==> src/rtl/xlat_regs_pkg.sv <==
package xlat_regs_pkg;
  // word indices (byte offset / 4)
  localparam int IDX_TBL   = 0;
  localparam int IDX_STAT  = 1;
  localparam int IDX_CMD   = 2;
  localparam int IDX_FVA   = 3;
  localparam int IDX_INV1  = 4;
  localparam int IDX_RAW   = 5;
  localparam int IDX_CLR   = 6;
  localparam int IDX_MASK  = 7;
  localparam int IDX_MSTAT = 8;
  localparam int IDX_GATE  = 9;

  // command codes
  localparam logic [2:0] CMD_XLAT_ON   = 3'd0;
  localparam logic [2:0] CMD_XLAT_OFF  = 3'd1;
  localparam logic [2:0] CMD_STALL_ON  = 3'd2;
  localparam logic [2:0] CMD_STALL_OFF = 3'd3;
  localparam logic [2:0] CMD_INV_ALL   = 3'd4;
  localparam logic [2:0] CMD_FAULT_ACK = 3'd5;
  localparam logic [2:0] CMD_WIPE      = 3'd6;
  localparam int         CMD_LIMIT     = 7;

  // status bit positions
  localparam int ST_XLAT    = 0;
  localparam int ST_FAULT   = 1;
  localparam int ST_STALL   = 2;
  localparam int ST_IDLE    = 3;
  localparam int ST_REPLAY  = 4;
  localparam int ST_FWRITE  = 5;
  localparam int ST_NOSTALL = 31;

  // interrupt bit positions
  localparam int IRQ_FAULT  = 0;
  localparam int IRQ_BUSERR = 1;

  typedef enum logic [1:0] {
    M_OFF      = 2'd0,
    M_RUN      = 2'd1,
    M_HALT_RUN = 2'd2,
    M_HALT_OFF = 2'd3
  } mode_e;
endpackage

==> src/rtl/xlat_mode_fsm.sv <==
module xlat_mode_fsm
  import xlat_regs_pkg::*;
(
  input  logic       clk,
  input  logic       rst,
  input  logic       wipe,
  input  logic       cmd_vld,
  input  logic [2:0] cmd_code,
  output logic       xlat_on,
  output logic       stall_on
);
  mode_e state_q, state_d;

  always_comb begin
    state_d = state_q;
    if (cmd_vld) begin
      unique case (state_q)
        M_OFF: begin
          if (cmd_code == CMD_XLAT_ON) state_d = M_RUN;
        end
        M_RUN: begin
          if (cmd_code == CMD_XLAT_OFF)      state_d = M_OFF;
          else if (cmd_code == CMD_STALL_ON) state_d = M_HALT_RUN;
        end
        M_HALT_RUN: begin
          if (cmd_code == CMD_STALL_OFF)     state_d = M_RUN;
          else if (cmd_code == CMD_XLAT_OFF) state_d = M_HALT_OFF;
        end
        M_HALT_OFF: begin
          if (cmd_code == CMD_STALL_OFF)     state_d = M_OFF;
          else if (cmd_code == CMD_XLAT_ON)  state_d = M_HALT_RUN;
        end
        default: state_d = M_OFF;
      endcase
    end
    if (wipe) state_d = M_OFF;
  end

  always_ff @(posedge clk) begin
    if (rst) state_q <= M_OFF;
    else     state_q <= state_d;
  end

  assign xlat_on  = (state_q == M_RUN) || (state_q == M_HALT_RUN);
  assign stall_on = (state_q == M_HALT_RUN) || (state_q == M_HALT_OFF);
endmodule

==> src/rtl/xlat_fault_cap.sv <==
module xlat_fault_cap #(
  parameter int VA_W = 32
) (
  input  logic            clk,
  input  logic            rst,
  input  logic            wipe,
  input  logic            ack,
  input  logic            ev_fault,
  input  logic [VA_W-1:0] ev_va,
  input  logic            ev_wr,
  output logic            accept,
  output logic            active,
  output logic [VA_W-1:0] va_q,
  output logic            wr_q
);
  // only the first fault is captured until software acknowledges it
  assign accept = ev_fault & ~active;

  always_ff @(posedge clk) begin
    if (rst || wipe) begin
      active <= 1'b0;
      va_q   <= '0;
      wr_q   <= 1'b0;
    end else begin
      if (accept) begin
        active <= 1'b1;
        va_q   <= ev_va;
        wr_q   <= ev_wr;
      end else if (ack) begin
        active <= 1'b0;
      end
    end
  end
endmodule

==> src/rtl/xlat_irq_unit.sv <==
module xlat_irq_unit #(
  parameter int N = 2
) (
  input  logic         clk,
  input  logic         rst,
  input  logic         wipe,
  input  logic [N-1:0] set_ev,
  input  logic         clr_we,
  input  logic [N-1:0] clr_bits,
  input  logic         mask_we,
  input  logic [N-1:0] mask_bits,
  output logic [N-1:0] raw,
  output logic [N-1:0] mask,
  output logic [N-1:0] masked,
  output logic         irq
);
  logic [N-1:0] raw_d;
  logic [N-1:0] mask_d;

  // event beats clear on the same bit
  for (genvar i = 0; i < N; i++) begin : g_bit
    assign raw_d[i] = set_ev[i] | (raw[i] & ~(clr_we & clr_bits[i]));
  end

  assign mask_d = mask_we ? mask_bits : mask;

  always_ff @(posedge clk) begin
    if (rst || wipe) begin
      raw  <= '0;
      mask <= '0;
      irq  <= 1'b0;
    end else begin
      raw  <= raw_d;
      mask <= mask_d;
      irq  <= |(raw_d & mask_d);
    end
  end

  assign masked = raw & mask;
endmodule

==> src/rtl/xlat_ctrl_regs.sv <==
module xlat_ctrl_regs
  import xlat_regs_pkg::*;
#(
  parameter int ADDR_W   = 8,
  parameter int DATA_W   = 32,
  parameter int BASE_LSB = 12,
  parameter int IRQ_N    = 2
) (
  input  logic              clk,
  input  logic              rst,
  input  logic              bus_sel,
  input  logic              bus_we,
  input  logic [ADDR_W-1:0] bus_addr,
  input  logic [DATA_W-1:0] bus_wdata,
  output logic [DATA_W-1:0] bus_rdata,
  input  logic              wk_idle,
  input  logic              wk_replay_empty,
  input  logic              wk_fault,
  input  logic [DATA_W-1:0] wk_fault_va,
  input  logic              wk_fault_wr,
  input  logic              wk_bus_err,
  output logic              wk_xlat_en,
  output logic              wk_stall,
  output logic              wk_hold,
  output logic [DATA_W-1:0] tbl_base,
  output logic              inv_one,
  output logic [DATA_W-1:0] inv_one_addr,
  output logic              inv_all,
  output logic              irq
);
  localparam int IDX_W  = ADDR_W - 2;
  localparam int BASE_W = DATA_W - BASE_LSB;

  // ---------------- decode ----------------
  logic              aligned;
  logic [IDX_W-1:0]  idx;
  logic              wr_hit, rd_hit;
  logic              cmd_vld;
  logic [2:0]        cmd_code;
  logic              wipe, fault_ack;

  assign aligned  = (bus_addr[1:0] == 2'b00);
  assign idx      = bus_addr[ADDR_W-1:2];
  assign wr_hit   = bus_sel & bus_we & aligned;
  assign rd_hit   = bus_sel & ~bus_we & aligned;
  assign cmd_vld  = wr_hit && (idx == IDX_W'(IDX_CMD)) && (bus_wdata < DATA_W'(CMD_LIMIT));
  assign cmd_code = bus_wdata[2:0];
  assign wipe      = cmd_vld && (cmd_code == CMD_WIPE);
  assign fault_ack = cmd_vld && (cmd_code == CMD_FAULT_ACK);

  // ---------------- mode machine ----------------
  logic xlat_on, stall_on;

  xlat_mode_fsm u_mode (
    .clk      (clk),
    .rst      (rst),
    .wipe     (wipe),
    .cmd_vld  (cmd_vld),
    .cmd_code (cmd_code),
    .xlat_on  (xlat_on),
    .stall_on (stall_on)
  );

  // ---------------- fault capture ----------------
  logic              f_accept, f_active, f_wr;
  logic [DATA_W-1:0] f_va;

  xlat_fault_cap #(.VA_W(DATA_W)) u_fault (
    .clk      (clk),
    .rst      (rst),
    .wipe     (wipe),
    .ack      (fault_ack),
    .ev_fault (wk_fault),
    .ev_va    (wk_fault_va),
    .ev_wr    (wk_fault_wr),
    .accept   (f_accept),
    .active   (f_active),
    .va_q     (f_va),
    .wr_q     (f_wr)
  );

  // ---------------- interrupts ----------------
  logic [IRQ_N-1:0] set_ev, raw, mask, masked;

  always_comb begin
    set_ev             = '0;
    set_ev[IRQ_FAULT]  = f_accept;
    set_ev[IRQ_BUSERR] = wk_bus_err;
  end

  xlat_irq_unit #(.N(IRQ_N)) u_irq (
    .clk       (clk),
    .rst       (rst),
    .wipe      (wipe),
    .set_ev    (set_ev),
    .clr_we    (wr_hit && (idx == IDX_W'(IDX_CLR))),
    .clr_bits  (bus_wdata[IRQ_N-1:0]),
    .mask_we   (wr_hit && (idx == IDX_W'(IDX_MASK))),
    .mask_bits (bus_wdata[IRQ_N-1:0]),
    .raw       (raw),
    .mask      (mask),
    .masked    (masked),
    .irq       (irq)
  );

  // ---------------- stored registers ----------------
  logic [BASE_W-1:0] base_q;
  logic [DATA_W-1:0] gate_q;

  always_ff @(posedge clk) begin
    if (rst || wipe) begin
      base_q <= '0;
      gate_q <= '0;
    end else if (wr_hit) begin
      if (idx == IDX_W'(IDX_TBL))  base_q <= bus_wdata[DATA_W-1:BASE_LSB];
      if (idx == IDX_W'(IDX_GATE)) gate_q <= bus_wdata;
    end
  end

  assign tbl_base = {base_q, {BASE_LSB{1'b0}}};

  // ---------------- invalidate strobes ----------------
  always_ff @(posedge clk) begin
    if (rst) begin
      inv_all      <= 1'b0;
      inv_one      <= 1'b0;
      inv_one_addr <= '0;
    end else begin
      inv_all <= cmd_vld && (cmd_code == CMD_INV_ALL);
      inv_one <= wr_hit && (idx == IDX_W'(IDX_INV1));
      if (wr_hit && (idx == IDX_W'(IDX_INV1))) inv_one_addr <= bus_wdata;
    end
  end

  // ---------------- status and read path ----------------
  logic [DATA_W-1:0] status;

  always_comb begin
    status             = '0;
    status[ST_XLAT]    = xlat_on;
    status[ST_FAULT]   = f_active;
    status[ST_STALL]   = stall_on;
    status[ST_IDLE]    = wk_idle;
    status[ST_REPLAY]  = wk_replay_empty;
    status[ST_FWRITE]  = f_wr;
    status[ST_NOSTALL] = ~stall_on;
  end

  always_ff @(posedge clk) begin
    if (rst) begin
      bus_rdata <= '0;
    end else if (rd_hit) begin
      case (idx)
        IDX_W'(IDX_TBL):   bus_rdata <= tbl_base;
        IDX_W'(IDX_STAT):  bus_rdata <= status;
        IDX_W'(IDX_FVA):   bus_rdata <= f_va;
        IDX_W'(IDX_RAW):   bus_rdata <= DATA_W'(raw);
        IDX_W'(IDX_MASK):  bus_rdata <= DATA_W'(mask);
        IDX_W'(IDX_MSTAT): bus_rdata <= DATA_W'(masked);
        IDX_W'(IDX_GATE):  bus_rdata <= gate_q;
        default:           bus_rdata <= '0;
      endcase
    end else begin
      bus_rdata <= '0;
    end
  end

  assign wk_xlat_en = xlat_on;
  assign wk_stall   = stall_on;
  assign wk_hold    = stall_on | f_active;
endmodule

==> config.mk <==
export PLATFORM = sky130hd
export DESIGN_NAME = xlat_ctrl_regs
export DESIGN_NICKNAME = d
export VERILOG_FILES = /design/src/rtl/xlat_regs_pkg.sv /design/src/rtl/xlat_mode_fsm.sv /design/src/rtl/xlat_fault_cap.sv /design/src/rtl/xlat_irq_unit.sv /design/src/rtl/xlat_ctrl_regs.sv
export SDC_FILE = /design/constraint.sdc
export NUM_CORES = 1
export LEC_CHECK = 0
export ABC_AREA = 0
export ABC_CLOCK_PERIOD_IN_PS = 5400
export BUFFER_PORTS_ARGS = -buffer_cell sky130_fd_sc_hd__buf_4
export CELL_PAD_IN_SITES_DETAIL_PLACEMENT = 1
export CELL_PAD_IN_SITES_GLOBAL_PLACEMENT = 1
export CORE_UTILIZATION = 41
export CTS_CLUSTER_DIAMETER = 80
export DETAILED_ROUTE_END_ITERATION = 8
export PLACE_DENSITY = 0.83
export REMOVE_ABC_BUFFERS = 1
export SLEW_MARGIN = 30
export SYNTH_ARGS = -nofsm -noshare
export SYNTH_HDL_FRONTEND = slang
export SYNTH_HIERARCHICAL = 1
export SYNTH_SLANG_ARGS = --single-unit
==> constraint.sdc <==
create_clock -name clk -period 5.4 [get_ports clk]
set_clock_uncertainty 0.15 [all_clocks]
set_input_delay 0.54 -clock clk [delete_from_list [all_inputs] [get_ports clk]]
set_output_delay 0.54 -clock clk [all_outputs]
set_load 0.1 [all_outputs]
# After elaboration in Yosys (flattened, before gate mapping)
# Cells that the tools add are included.
# op_classes
bitwise	20
reduce_logical	22
n_div	0
n_eq_ne	22
multipliers	0
shift	0
n_addsub	0
n_mux	12
order_cmp	1
# op_table
op	count
$pmux 32 s7	1
$lt 32x3->1 const B	1
$eq 6x3->1 const B	4
$mux 2	8
$eq 6x2->1 const B	2
$eq 6x4->1 const B	2
$and 1x1->1	9
$eq 3x3->1 const B	3
$ne 3x1->1 const B	3
$logic_and 1x1->1	8
$pmux 2 s4	1
$eq 3x2->1 const B	2
$eq 6x1->1 const B	1
$logic_not 6->1	1
$not 1->1	6
$reduce_or 2->1	3
$reduce_and 5->1	1
$and 2x2->2	2
$eq 2x2->1 const B	2
$logic_not 2->1	2
$reduce_and 2->1	2
$eq 3x1->1 const B	1
$logic_not 3->1	1
$logic_or 1x1->1	3
other kinds (5)	8
# word_totals
register_bits	159
elab_cells	90
output_inout_bits	102
input_bits	81
latch_bits	0
mem_bits_rw	0
mem_count	0
rom_bits	0

# Longest topological paths before layout
# depth
depth_word	9
mapped_depth	8
ltp_nobuf	6

# By module
# Netlist, hierarchy kept.
# by_module_without_submodules
mod	instances	cells_per_inst	area_each_um2	seq_area_each_um2
xlat_ctrl_regs	1	533	4718.3	2362.3
xlat_fault_cap	1	149	1351.3	680.7
xlat_mode_fsm	1	32	251.5	40.0
xlat_irq_unit	1	20	186.4	100.1

# Least setup slack after synthesis
# Ideal clock, no wire load.
# synth_timing
path_type	input -> register
from	in bus_addr[2]
to	reg u_fault.va_q[10]
setup_ns	0.118
n_path_buf	3
required_time_ns	5.132
arrival_time_ns	2.267
stages	8
path_slack_ns	2.864
cell_sequence	buf_6 nor4_2 nand3_2 nor4_1 or2_1 buf_6 buf_4 a21oi_2
# synth_between
elab_chain_len	5
# synth_lines
element	line_no	source
start: declaration	xlat_ctrl_regs.sv:13	input logic [ADDR_W-1:0] bus_addr,
$eq 6x2->1	xlat_ctrl_regs.sv:46	assign cmd_vld = wr_hit && (idx == IDX_W'(IDX_CMD)) && (bus_wdata < DATA_W'(CMD_LIMIT));
$logic_and 1x1->1 (2 in a row)	xlat_ctrl_regs.sv:46	
$logic_and 1x1->1	xlat_ctrl_regs.sv:48	assign wipe = cmd_vld && (cmd_code == CMD_WIPE);
via wipe	xlat_ctrl_regs.sv:40	logic wipe, fault_ack;
$logic_or 1x1->1	xlat_fault_cap.sv:20	if (rst || wipe) begin
end signal: assignment	xlat_fault_cap.sv:27	va_q <= ev_va;
end: declaration	xlat_fault_cap.sv:13	output logic [VA_W-1:0] va_q,
# The timed path passes the listed nets, and every way through them passes these cells.
# A chain may end at the register's enable or synchronous reset.

# Worst setup path in the final report
# layout_timing
from	in bus_wdata[7]
to	reg u_fault.va_q[28]
# layout_between
elab_chain_len	4
# layout_lines
element	line_no	source
start: declaration	xlat_ctrl_regs.sv:14	input logic [DATA_W-1:0] bus_wdata,
$lt 32x3->1	xlat_ctrl_regs.sv:46	
$logic_and 1x1->1	xlat_ctrl_regs.sv:46	
$logic_and 1x1->1	xlat_ctrl_regs.sv:48	
via wipe	xlat_ctrl_regs.sv:40	
$logic_or 1x1->1	xlat_fault_cap.sv:20	
# The timed path passes the listed nets, and every way through them passes these cells.

==> results.cfg <==
[synthesis]
synthTopCellsByArea = dfxtp_1 (49%), nand2_1 (12%), a21oi_2 (5.4%)
synthDistinctLibCells = 55
synth_flop_cell = dfxtp_1
syn_area_per_cell_um2 = 8.87
synthesis.area_um2 = 6510
postSynthCellCount = 734
synth-seq-cells = 159
synth_top_area_share_pct = 48.9
ys_async_sr_fraction_pct = 0
synth_edf_count = 0
ys_seq_area_share_pct = 48.9
yosysWarnings = 6
yosys.area.top_type = dfxtp_1

[finish]
final_common_cell = nand2_1
layout-drive-gt1-share_pct = 30.6
antennaDiodeCount = 0
final_cell_mix = nand2_1 (203), buf_4 (179), dfxtp_1 (159)
fin_nets = 967
stdcell_count = 1106
area_delta_synth_final_pct = 28.6

[floorplan]
rows = 45
die_w_um = 128
io_pins = 183
fp.dieArea_um2 = 16400
die-height_um = 128
start_util_pct = 42.3
core_um2 = 15400

[sta]
setup_viol = 0
fmaxAchievable_ghz = 0.340
finalMaxSlewViolations = 0
worst_pin_slew_ns = 0.949
maxSlewHeadroom_pct = 36.5
holdWs_ns = 0.210
rsz0062_at_grt = false
period_needed_ns = 2.94
finalHoldViolations = 0
finalCritPeriodShare_pct = 54.5
timing.setup.tns_ns = 0

[global_route]
grt_max_degree = 42
grt_pass1_wl_um = 34000
track_usage_pct = 27.5
overflow = 0
antenna_found_initial = 0
first_global_vias = 6174

[placed_design]
place_congestion = 0.792
post-place-cells = 1074
numPortBuffers = 170
place_hpwl_um = 14800

[setup_path]
crit_type = in -> reg
slowest_delay_ns = 0.71
crit_chain = buf_4 -> nor4_1 -> nand4_1 -> nor4_2 -> or2_4 -> a21oi_1
worst-path-stages = 6
worstPathRequired_ns = 5.53
crit_fanout = 34
ff2ff_path_depth = 4
worst_setup_path_start_kind = primary input
critPathTopFamily = simple AND/OR/NAND/NOR gates
arrival_ns = 3.07
cp-end-kind = register
crit_buf_inv = 1
cpMaxStageDelayCell = nor4_2

[route]
drt_wl_total_um = 22100
wl_per_cell_um = 20.0
drc = 0
vias = 6023
dr.pass1.iters = 6
first_iter_violations = 410
via_per_inst = 5.45
postRouteAntennaNets = 0

[pwr]
vdd_ir_drop_max_mv = 0.230
p_per_area_nw_per_um2 = 315
p_leak_nw = 3.35

[min_path]
hp-class = in -> reg
whs_path_depth = 3

[job]
maxCapViolCount = 0

[clock_tree]
clkLatencyLatePin_ns = 0.43
cts_root_buf = clkbuf_16
post_cts_buffers = 0
cts_buffer_depth = 2
path_clk_slew_ns = 0.07
cts.sinks = 159
cts_buffers = 17
cts_resized = 0
htreeDepth = 4
ctsHoldBuffers = 0
cts_tree = done

[outcome]
status = finished, final reports clean
==> synth_stat cells, drive strengths merged, types with 2 or more instances <==
library cell,count
and4b,2
nor2b,2
nor4b,3
nor3,12
or4,2
mux2i,24
and4bb,2
nor4,10
nand2,203
nand2b,3
o21ai,5
buf,45
or2,4
nand3,6
a222oi,19
nor2,60
inv,6
and2,4
ha,4
nand4,3
or3,2
clkbuf,17
mux2,5
a21oi,102
a22oi,11
dfxtp,159
==> state kept, by name (all words and copies together) (netlist names) <==
signal / flops
inv_one: 1
inv_all: 1
u_fault/wr_q: 1
gate_q: 32
u_mode/state_q: 2
inv_one_addr: 32
u_irq/mask: 2
u_fault/va_q: 32
u_fault/active: 1
base_q: 20
u_irq/raw: 2
bus_rdata: 32
u_irq/irq: 1
==> tightest hold or removal path: stages <==
cell and delay, ns:
buf_4 0.11, nand2_1 0.05, a21oi_1 0.05
==> layout make-up <==
cell class	count	area [µm²]
Timing Repair Buffer	180	1360
Clock inverter	10	110
Fill cell	1828	7000
Tap cell	211	264
Inverter	7	31.3
Sequential cell	159	3180
Clock buffer	22	484
Multi-Input combinational cell	517	2940
==> routing by layer <==
layer	GRT usage (%)	vias to the layer above	wire, µm	share of wire [%]
met5	0	-	0	0
met4	10.2	0	467	2.1
met3	6.01	36	1170	5.3
met2	48.8	197	11200	51
met1	32.4	3007	9300	42
li1	-	2783	-	-
==> path summary, 6_finish.rpt <==
check | start | to | slack [ns]
worst max register to register | u_fault/active | u_irq/irq | 3.37
worst max-delay path | bus_wdata[7] | u_fault/va_q[28] | 2.46
worst min register to register | inv_one_addr[3] | inv_one_addr[3] | 0.30
worst min-delay path | wk_fault_va[29] | u_fault/va_q[29] | 0.21
==> metrics by stage <==
stage | util, % | setup WS, ns | instance area (µm²) | total power, mW
after CTS | 54.4 | 2.27 | 8360 | 2.64
after global routing | 54.4 | 2.37 | 8370 | 2.71
after global placement | 50.4 | 1.67 | 7750 | 1.43
final | 54.4 | 2.46 | 8370 | 2.64
after detailed placement | 50.5 | 1.80 | 7760 | 1.43
after floorplan | - | 2.26 | 6120 | 1.33
==> cell families after synthesis <==
logic type | count (synthesis) | share of synthesized area (%)
flip-flops | 159 | 48.9
buffers and inverters | 69 | 7.08
other | 1 | 0.0576
AND/OR/NAND/NOR | 325 | 22.1
multiplexers | 30 | 4.90
AO/OA/AOI/OAI | 145 | 16.1
XOR/XNOR | 1 | 0.135
adder cells (fa/ha/maj) | 4 | 0.769
==> power breakdown <==
group | switching [mW] | internal, mW | total [mW]
combinational | 0.144 | 0.0691 | 0.213
sequential | 0.0102 | 1.19 | 1.20
clock | 0.496 | 0.726 | 1.22
No activity file was read; power rests on OpenSTA's default activity.
